===== src/rtl/rstgen_pkg.sv =====
package rstgen_pkg;

    typedef enum logic [1:0] {
        PH_FORCE = 2'd0,
        PH_HOLD  = 2'd1,
        PH_RUN   = 2'd2
    } phase_e;

    function automatic int unsigned cnt_width(input int unsigned n);
        return (n < 2) ? 1 : $clog2(n);
    endfunction

endpackage


===== src/rtl/rstgen_tick.sv =====
module rstgen_tick #(
    parameter int unsigned CLKS_PER_MS = 200000
) (
    input  logic clk_i,
    input  logic rst_ni,
    output logic tick_o
);
    localparam int unsigned W = rstgen_pkg::cnt_width(CLKS_PER_MS);
    localparam logic [W-1:0] LAST = W'(CLKS_PER_MS - 1);

    typedef struct packed {
        logic [W-1:0] cnt;
        logic         tick;
    } tick_t;

    tick_t st_d, st_q;

    always_comb begin
        st_d      = st_q;
        st_d.tick = (st_q.cnt == LAST);
        if (st_q.cnt == LAST) begin
            st_d.cnt = '0;
        end else begin
            st_d.cnt = st_q.cnt + 1'b1;
        end
    end

    always_ff @(posedge clk_i or negedge rst_ni) begin
        if (!rst_ni) begin
            st_q <= '0;
        end else begin
            st_q <= st_d;
        end
    end

    assign tick_o = st_q.tick;
endmodule


===== src/rtl/rstgen_debounce.sv =====
module rstgen_debounce #(
    parameter int unsigned DEB_TICKS = 10
) (
    input  logic clk_i,
    input  logic rst_ni,
    input  logic tick_i,
    input  logic pbtn_ni,
    output logic pressed_o
);
    localparam int unsigned W = rstgen_pkg::cnt_width(DEB_TICKS + 1);
    localparam logic [W-1:0] LAST = W'(DEB_TICKS - 1);

    typedef struct packed {
        logic [1:0]   sync;
        logic         pressed;
        logic [W-1:0] cnt;
    } deb_t;

    deb_t st_d, st_q;
    logic raw_low;

    assign raw_low = ~st_q.sync[1];

    always_comb begin
        st_d      = st_q;
        st_d.sync = {st_q.sync[0], pbtn_ni};
        if (raw_low == st_q.pressed) begin
            st_d.cnt = '0;
        end else if (tick_i) begin
            if (st_q.cnt == LAST) begin
                st_d.pressed = ~st_q.pressed;
                st_d.cnt     = '0;
            end else begin
                st_d.cnt = st_q.cnt + 1'b1;
            end
        end
    end

    always_ff @(posedge clk_i or negedge rst_ni) begin
        if (!rst_ni) begin
            st_q.sync    <= 2'b11;
            st_q.pressed <= 1'b0;
            st_q.cnt     <= '0;
        end else begin
            st_q <= st_d;
        end
    end

    assign pressed_o = st_q.pressed;
endmodule


===== src/rtl/rstgen_hold.sv =====
module rstgen_hold #(
    parameter int unsigned HOLD_MS = 130
) (
    input  logic clk_i,
    input  logic rst_ni,
    input  logic tick_i,
    input  logic supply_ok_i,
    input  logic pressed_i,
    output logic rst_active_o,
    output logic rel_pulse_o
);
    import rstgen_pkg::*;

    localparam int unsigned W = cnt_width(HOLD_MS + 1);
    localparam logic [W-1:0] LAST = W'(HOLD_MS);

    typedef struct packed {
        phase_e       ph;
        logic [W-1:0] cnt;
        logic         pulse;
    } hold_t;

    hold_t st_d, st_q;
    logic  cause;

    assign cause = ~supply_ok_i | pressed_i;

    always_comb begin
        st_d       = st_q;
        st_d.pulse = 1'b0;
        if (cause) begin
            st_d.ph  = PH_FORCE;
            st_d.cnt = '0;
        end else begin
            unique case (st_q.ph)
                PH_FORCE: begin
                    st_d.ph  = PH_HOLD;
                    st_d.cnt = '0;
                end
                PH_HOLD: begin
                    if (tick_i) begin
                        if (st_q.cnt == LAST) begin
                            st_d.ph    = PH_RUN;
                            st_d.pulse = 1'b1;
                        end else begin
                            st_d.cnt = st_q.cnt + 1'b1;
                        end
                    end
                end
                PH_RUN:  st_d.ph = PH_RUN;
                default: st_d.ph = PH_FORCE;
            endcase
        end
    end

    always_ff @(posedge clk_i or negedge rst_ni) begin
        if (!rst_ni) begin
            st_q.ph    <= PH_FORCE;
            st_q.cnt   <= '0;
            st_q.pulse <= 1'b0;
        end else begin
            st_q <= st_d;
        end
    end

    assign rst_active_o = (st_q.ph != PH_RUN);
    assign rel_pulse_o  = st_q.pulse;
endmodule


===== src/rtl/rst_supervisor.sv =====
module rst_supervisor #(
    parameter int unsigned CLKS_PER_MS = 200000,
    parameter int unsigned DEBOUNCE_MS = 10,
    parameter int unsigned HOLD_MS     = 130
) (
    input  logic clk_i,
    input  logic rst_ni,
    input  logic supply_ok_i,
    input  logic pbtn_ni,
    output logic sys_rst_o,
    output logic sys_rst_no,
    output logic rel_pulse_o
);
    logic tick;
    logic pressed;
    logic rst_active;

    rstgen_tick #(.CLKS_PER_MS(CLKS_PER_MS)) tick_i (
        .clk_i  (clk_i),
        .rst_ni (rst_ni),
        .tick_o (tick)
    );

    rstgen_debounce #(.DEB_TICKS(DEBOUNCE_MS)) deb_i (
        .clk_i     (clk_i),
        .rst_ni    (rst_ni),
        .tick_i    (tick),
        .pbtn_ni   (pbtn_ni),
        .pressed_o (pressed)
    );

    rstgen_hold #(.HOLD_MS(HOLD_MS)) hold_i (
        .clk_i        (clk_i),
        .rst_ni       (rst_ni),
        .tick_i       (tick),
        .supply_ok_i  (supply_ok_i),
        .pressed_i    (pressed),
        .rst_active_o (rst_active),
        .rel_pulse_o  (rel_pulse_o)
    );

    assign sys_rst_o  = rst_active;
    assign sys_rst_no = ~rst_active;
endmodule


===== config.mk =====
export PLATFORM = sky130hd
export DESIGN_NAME = rst_supervisor
export DESIGN_NICKNAME = d
export VERILOG_FILES = /design/src/rtl/rstgen_pkg.sv /design/src/rtl/rstgen_tick.sv /design/src/rtl/rstgen_debounce.sv /design/src/rtl/rstgen_hold.sv /design/src/rtl/rst_supervisor.sv
export SDC_FILE = /design/constraint.sdc
export NUM_CORES = 1
export LEC_CHECK = 0
export CAP_MARGIN = 20
export CORE_MARGIN = 2
export CORE_UTILIZATION = 60
export DETAILED_ROUTE_END_ITERATION = 10
export PLACE_DENSITY = 0.87
export SETUP_SLACK_MARGIN = 0.15
export SLEW_MARGIN = 5
export SYNTH_ARGS = -nofsm -noshare
export SYNTH_HDL_FRONTEND = slang
export SYNTH_HIERARCHICAL = 1
export SYNTH_SLANG_ARGS = --single-unit

===== constraint.sdc =====
create_clock -name clk_i -period 3.2 [get_ports clk_i]
set_clock_uncertainty 0.2 [all_clocks]
set_input_delay 0.48 -clock clk_i [delete_from_list [all_inputs] [get_ports clk_i]]
set_output_delay 0.48 -clock clk_i [all_outputs]
set_load 0.1 [all_outputs]

# ---- Yosys cells after proc, flatten, opt, wreduce, memory -nomap -nowiden
# Index checks and enable logic that the tools add are counted.
dict set report op_classes {
  addsub 3
  n_eq_ne 10
  muxes 13
  n_bitwise 6
  n_reduce_logical 6
}
# op count
set op_table {}
lappend op_table {{18-bit by 1-bit adder with 18-bit output, second input constant} 1}
lappend op_table {{18-bit == test, second input constant} 1}
lappend op_table {{18-bit 2-to-1 mux} 1}
lappend op_table {{8-bit case mux with 2 select lines} 1}
lappend op_table {{4-bit 2-to-1 mux} 3}
lappend op_table {{11-bit 2-to-1 mux} 1}
lappend op_table {{10-bit 2-to-1 mux} 1}
lappend op_table {{8-bit by 1-bit adder with 8-bit output, second input constant} 1}
lappend op_table {{8-bit == test, second input constant} 1}
lappend op_table {{8-bit 2-to-1 mux} 1}
lappend op_table {{3-bit by 2-bit inequality test with 1-bit output, second input constant} 2}
lappend op_table {{2-bit case mux with 3 select lines} 1}
lappend op_table {{3-bit AND reduction} 2}
lappend op_table {{1-bit inverter} 5}
lappend op_table {{4-bit by 1-bit adder with 4-bit output, second input constant} 1}
lappend op_table {{4-bit == test, second input constant} 1}
lappend op_table {{1-bit 2-to-1 mux} 3}
lappend op_table {{3-bit by 1-bit inequality test with 1-bit output, second input constant} 1}
lappend op_table {{3-bit nonzero test} 1}
lappend op_table {{2-bit by 1-bit == test with 1-bit output, second input constant} 1}
lappend op_table {{2-bit == test, second input constant} 1}
lappend op_table {{2-bit zero test} 1}
lappend op_table {{2-bit 2-to-1 mux} 1}
lappend op_table {{2-bit inequality test, second input constant} 1}
lappend op_table {{4 further kinds} 4}
dict set report word_totals {
  register_bits 37
  input_bits 4
  output_inout_bits 3
  wordCells 46
}

# ---- Logic depth before layout (Yosys ltp)
# Gate-level depths: netlist of run 1.
dict set report logic_depth {
  ltp_word 5
  ltp_mapped 6
  mapped_depth_nobuf 6
}

# ---- Modules after synthesis
# Netlist of run 1, hierarchy kept.
# mod instances cells_per_inst area_per_inst_um2 seq_area_each_um2
set by_module_without_submodules {}
lappend by_module_without_submodules {rstgen_tick 1 86 897.1 475.5}
lappend by_module_without_submodules {rstgen_hold 1 72 716.9 275.3}
lappend by_module_without_submodules {rstgen_debounce 1 31 339.1 177.7}
lappend by_module_without_submodules {rst_supervisor 1 1 3.8 0.0}

# ---- Least setup slack after synthesis of run 1
# No wires, ideal clock.
dict set report synth_path {
  path_kind {register to output}
  startpoint {reg hold_i/st_q[9] (netlist bit)}
  endpoint {out sys_rst_no}
  arrival_ns 2.039
  required_ns 2.520
  path_slack_ns 0.481
  path_stages_with_launch 4
  path_buffers 0
  cell_sequence {dfrtp_1 > inv_1 > nand2_1 > inv_1}
}
dict set report synth_between {
  elab_chain_cells 2
}
# element line_no
set synth_rtl {}
lappend synth_rtl {{start, declared} rstgen_hold.sv:23} ;# hold_t st_d, st_q;
lappend synth_rtl {{start signal, assigned} rstgen_hold.sv:62} ;# st_q <= st_d;
lappend synth_rtl {{2-bit inequality test} rstgen_hold.sv:66} ;# assign rst_active_o = (st_q.ph != PH_RUN);
lappend synth_rtl {{via sys_rst_o} rst_supervisor.sv:10} ;# output logic sys_rst_o,
lappend synth_rtl {{1-bit inverter} rst_supervisor.sv:43} ;# assign sys_rst_no = ~rst_active;
lappend synth_rtl {{end, declared} rst_supervisor.sv:11} ;# output logic sys_rst_no,
# The timed path passes the listed nets, and every way through them passes these cells.

# ---- Final worst setup path of run 1
dict set report layout_path {
  startpoint {reg hold_i/st_q[9] (netlist bit)}
  endpoint {out sys_rst_no}
}
dict set report layout_between {
  elab_chain_cells 2
}
# element line_no
set layout_rtl {}
lappend layout_rtl {{2-bit inequality test} rstgen_hold.sv:66}
lappend layout_rtl {{1-bit inverter} rst_supervisor.sv:43}
# Every way passes these cells.

==> impl_metrics.ini, run 1 <==
[route]
final_antenna_net_count = 0
dr.first_iter.drc_count = 97
avgViaCountPerCell = 6.08
via_count = 1496
drcViolationCount = 0
wire_per_inst_microns = 14.9
drt-total-wl_microns = 3660
drtPass1Iterations = 4

[critical_path]
critical_path_peak_fanout = 8
cp.arrival_ns = 1.48
crit_required_ns = 2.52
cp-start-kind = flop
path_class = flop to primary output
endpoint_kind = primary output

[outcome]
outcome = finished clean

[global_route]
grt_pass1_vias = 1384
antenna_found_initial = 0
grt_overflow_total = 0
grt_max_degree = 38
grt_usage = 0.232
grt_pass1_wl_microns = 6260

[timing]
slew_violations = 0
rsz0062_at_grt = no
hold_viol_final = 0
finalCritPeriodShare = 0.675
relSlewSlack = 0.604
fin_crit_ns = 2.16
max_freq_mhz = 463
finalSetupViolCount = 0
tns_ns = 0
fin_ws_ns = 1.04
worst_pin_slew_ns = 0.591

[place]
place_inst = 238
finalWeightedCongestion = 0.926
dp_slack_ns = 1.20
io_buffers = 6
dp_hpwl_microns = 2590

[clock_network]
cts_root_buffer = clkbuf_4
cts_setup_buffers = 0
cts_resized = 0
hold_buffers = 0
clk_latency_ns = 0.35
clock_sinks = 37
cts_made_buffers = 5
ctsLongestPathBuffers = 2
cts_max_level = 2
path_clk_slew_ns = 0.11
cts_tree = built

[power]
seq_power_share = 0.529
power-per-cell-area_nw_per_um2 = 417
p_switching_mw = 0.171
power.internal_mw = 0.720
power.leakage_nw = 0.903
fin_total_pwr_mw = 0.892
switching_share = 0.192
power_frac_clock = 0.443
ir_worst_vdd_uv = 408
comb_power_share = 0.027

[cells_and_area]
antenna_cells = 0
fin_nets = 210
num-fill-cells = 230
area_growth_pct = 9.27
drive_gt1_frac = 0.144
fin_cells = 246
post-route-util = 0.695

[logic_synthesis]
synth-seq-cells = 37
yosys.cell_types.count = 51
synthFlopType = dfrtp_1
synth_top_area_cell = dfrtp_1
synth_edf_count = 0
ys_top_cells_by_area = dfrtp_1 45%, nand2_1 3.8%, ha_1 3.2%, xor2_1 3.1%, nor2_1 3.1%
yosysTopAreaCellShare = 0.448
async_flop_share = 1.00
syn_area_sq_um = 1960
yosys_warnings = 6
syn_inst = 190
seq_area_frac_synth = 0.474
syn_area_per_cell_sq_um = 10.3
synth_nets = 199

[floorplan]
coreArea_sq_um = 3080
dieArea_sq_um = 3730
std_cell_rows = 20
start_util = 0.636
ios = 7
die_y_microns = 61.1
die_w_microns = 61.1

[min_path]
min_path_type = flop to flop

[flow_run]
drv_cap = 0
==> sequential cells by signal (all words and copies together) (netlist names) <==
| name | flops |
|---|---|
| deb_i/pressed_o | 1 |
| deb_i/st_d | 1 |
| tick_i/tick_o | 1 |
| tick_i/st_q | 18 |
| deb_i/st_q | 5 |
| hold_i/st_q | 10 |
| hold_i/rel_pulse_o | 1 |
==> logic make-up after synthesis <==
logic type                 after synthesis  synth area share
and+or+nand+nor                         90             0.276
xor gates and xnor gates                13            0.0582
muxes                                    2            0.0102
AOI/OAI and AO/OA                       34             0.120
DFF                                     37             0.474
adders and majority gates                5            0.0320
buffers and inverters                    9            0.0300
==> through the flow <==
step / instance area [sq um] / hold WS, ns
after floorplan: 1960 / -0.0156
after global placement: 2040 / 0.150
after detailed placement: 2040 / 0.151
after CTS: 2140 / 0.166
after global routing: 2140 / 0.167
final: 2140 / 0.164
==> worst paths after layout <==
kind / slack [ns] / from / depth (start not counted) / end
hold / removal: 0.16 / deb_i/st_d[6] / 0 / deb_i/st_q[6]
max in group asynchronous: 2.11 / rst_ni / 2 / deb_i/st_d[6]
setup / recovery: 1.04 / hold_i/st_q[9] / 4 / sys_rst_no
hold reg to reg: 0.16 / deb_i/st_d[6] / 0 / deb_i/st_q[6]
setup reg to reg: 1.29 / tick_i/st_q[14] / 4 / tick_i/st_q[4]
min in group asynchronous: 0.32 / rst_ni / 2 / hold_i/st_q[1]
==> area by class of cell <==
| class | instances | area (sq um) | share of cell area |
|---|---|---|---|
| multi-input combinational | 144 | 970 | 0.453 |
| timing repair buffer | 7 | 60.1 | 0.0281 |
| tap | 44 | 55.1 | 0.0257 |
| inverter | 6 | 22.5 | 0.0105 |
| clock buffer | 5 | 37.5 | 0.0176 |
| clock inverter | 3 | 65.1 | 0.0304 |
| sequential | 37 | 928 | 0.434 |
==> power by group through the flow <==
stage	clock [mW]	sequential (mW)	combinational (mW)
after global placement	0	0.481	0.0243
after global routing	0.421	0.473	0.0278
after floorplan	0	0.481	0.0110
final	0.395	0.472	0.0244
after CTS	0.406	0.472	0.0252
after detailed placement	0	0.481	0.0253
==> Yosys cell counts (all sizes together) (3+ instances only) <==
library cell / count
nor3: 3
nand2: 21
xnor2: 6
nand4: 8
nand3: 9
or3: 5
a31oi: 3
xor2: 7
ha: 5
and3: 3
nand3b: 4
nor2: 16
dfrtp: 35
o21ai: 11
a21oi: 11
nand2b: 3
inv: 6
==> critical path, stage by stage (launching register included) <==
cell	delay, ns
dfrtp_1	0.47
inv_1	0.19
nand2_1	0.12
inv_1	0.07
buf_4	0.28
==> cells in the final DEF, fill, tap and decap left out, types with 2 or more instances in the layout <==
cell / netlist / layout
inv_1: 6 / 6
nor4_1: 2 / 2
o31ai_1: 2 / 2
xor2_1: 7 / 7
and3_1: 3 / 3
nor2_1: 16 / 16
nor3_1: 2 / 2
mux2i_1: 2 / 2
buf_4: 0 / 4
a21oi_1: 7 / 7
o21ai_0: 8 / 8
dfstp_2: 2 / 2
nand2_1: 20 / 20
and4b_1: 2 / 2
xnor2_1: 6 / 6
dfrtp_1: 35 / 35
o21ai_1: 2 / 2
nand2b_1: 3 / 3
o211ai_1: 2 / 2
nand4_1: 7 / 7
ha_1: 5 / 5
a31oi_1: 3 / 3
bufinv_16: 0 / 2
clkbuf_4: 0 / 5
nand3_1: 9 / 9
a21oi_2: 4 / 4
or3_1: 5 / 5
nand3b_1: 4 / 4
clkdlybuf4s50_1: 0 / 3
==> routing by layer <==
metal  part of all wire  global-route usage
met1               0.43               0.286
met2               0.50               0.368
met3              0.040              0.0693
met4              0.028               0.124
met5                  0                   0
Note: power is estimated with default switching activity, not from simulation.
==> run 2: changes to the inputs <==
Clock period 3.2 ns to 2.15 ns, I/O delays scaled along.
==> impl_metrics.ini, run 2 (synthesis results as in run 1) <==
[critical_path]
cp_slowest_cell = dfrtp_1
crit_chain = inv_2 -> nand2_4 -> clkinvlp_4 -> buf_12
path_class = flop to primary output
crit_required_ns = 1.63
cp.arrival_ns = 1.36
cp-start-kind = flop
critical_path_peak_fanout = 8
endpoint_kind = primary output
rrSetupSlack_ns = 0.29
slowest_delay_ns = 0.51

[cells_and_area]
largest_reg_flops = 18
regMostFlops = tick_i/st_q
layout_common_cells = 35 x dfrtp_1, 19 x nand2_1, 16 x nor2_1, 9 x nand3_1, 8 x o21ai_0
area_growth_pct = 9.46
top_regs = tick_i/st_q: 18 flops, hold_i/st_q: 10 flops, deb_i/st_q: 5 flops
layout_commonest_cell = dfrtp_1
post-route-util = 0.696
fin_cells = 248
num-fill-cells = 239
fin_nets = 212
finalInstanceArea_sq_um = 2140
antenna_cells = 0
drive_gt1_frac = 0.167

[place]
finalWeightedCongestion = 0.897
place_area_sq_um = 2090
io_buffers = 6
dp_hpwl_microns = 2730
place_inst = 240

[timing]
relSlewSlack = 0.696
slew_violations = 0
hold_viol_final = 0
finalCritPeriodShare = 0.876
max_freq_mhz = 531
finalSetupViolCount = 0
tns_ns = 0
fin_crit_ns = 1.88
rsz0062_at_grt = no
worst_pin_slew_ns = 0.455

[clock_network]
path_clk_slew_ns = 0.12
ctsLongestPathBuffers = 2
clock_sinks = 37
cts_made_buffers = 5
cts_max_level = 2
cts_tree = built
cts_setup_buffers = 0
cts_resized = 0
cts_root_buffer = clkbuf_4
clk_latency_ns = 0.34
hold_buffers = 0

[global_route]
grt_max_degree = 38
grt_overflow_total = 0
grt_pass1_wl_microns = 6600
antenna_found_initial = 0
grt_pass1_vias = 1480
grt_usage = 0.243

[min_path]
min_path_type = flop to flop

[power]
seq_power_share = 0.640
ir_worst_vdd_uv = 492
comb_power_share = 0.034
p_switching_mw = 0.262
power-per-cell-area_nw_per_um2 = 513
power.internal_mw = 0.836
switching_share = 0.239
power_frac_clock = 0.325
power.leakage_nw = 0.897

[floorplan]
die_y_microns = 61.1
dieArea_sq_um = 3730
coreArea_sq_um = 3080
die_w_microns = 61.1
std_cell_rows = 20
start_util = 0.636
ios = 7

[outcome]
outcome = finished clean

[route]
drtPass1Iterations = 4
via_count = 1538
dr.first_iter.drc_count = 111
drcViolationCount = 0
final_antenna_net_count = 0
wire_per_inst_microns = 15.5
drt-total-wl_microns = 3850
avgViaCountPerCell = 6.20

[flow_run]
drv_cap = 0
==> run 2: layer usage <==
| layer | wire [microns] | vias up | global-route usage |
|---|---|---|---|
| met5 | 0 | - | 0 |
| met4 | 59 | 0 | 0.0901 |
| met3 | 220 | 6 | 0.0567 |
| met2 | 2010 | 56 | 0.403 |
| met1 | 1560 | 764 | 0.310 |
| li1 | - | 712 | - |
==> run 2: cell type report <==
cell class                 count  area [sq um]  share of cell area
inverter                       6          26.3              0.0123
sequential                    37           928               0.433
multi-input combinational    144           977               0.456
clock inverter                 3          17.5             0.00818
timing repair buffer           9           100              0.0467
tap                           44          55.1              0.0257
clock buffer                   5          37.5              0.0175
==> run 2: final timing paths <==
| check | startpoint | to | depth (start not counted) |
|---|---|---|---|
| max | hold_i/st_q[9] | sys_rst_no | 4 |
| min | deb_i/st_d[6] | deb_i/st_q[6] | 0 |
| max reg2reg | hold_i/st_q[6] | hold_i/st_q[4] | 4 |
| min reg2reg | deb_i/st_d[6] | deb_i/st_q[6] | 0 |
| max in group asynchronous | rst_ni | deb_i/st_d[6] | 2 |
| min in group asynchronous | rst_ni | hold_i/st_q[2] | 2 |
==> run 2: critical path, delay by kind of cell (launching register included) <==
kind          cells  cell delay [ns]
buf+inv           3             0.40
flops             1             0.51
simple gates      1             0.11
==> run 2: stage by stage <==
stage	hold WS (ns)	worst slack (ns)	power, mW
finish	0.166	0.266	1.10
global route	0.154	0.195	1.14
detailed placement	0.149	0.328	0.755
global placement	0.147	0.395	0.753
CTS	0.167	0.185	1.11
floorplan	-0.173	0.291	0.732
==> run 2: power by group through the flow <==
stage	clock, mW	sequential [mW]	combinational, mW
after global placement	0	0.716	0.0368
after global routing	0.399	0.704	0.0425
after detailed placement	0	0.716	0.0382
after CTS	0.364	0.703	0.0388
after floorplan	0	0.716	0.0169
final	0.357	0.703	0.0376
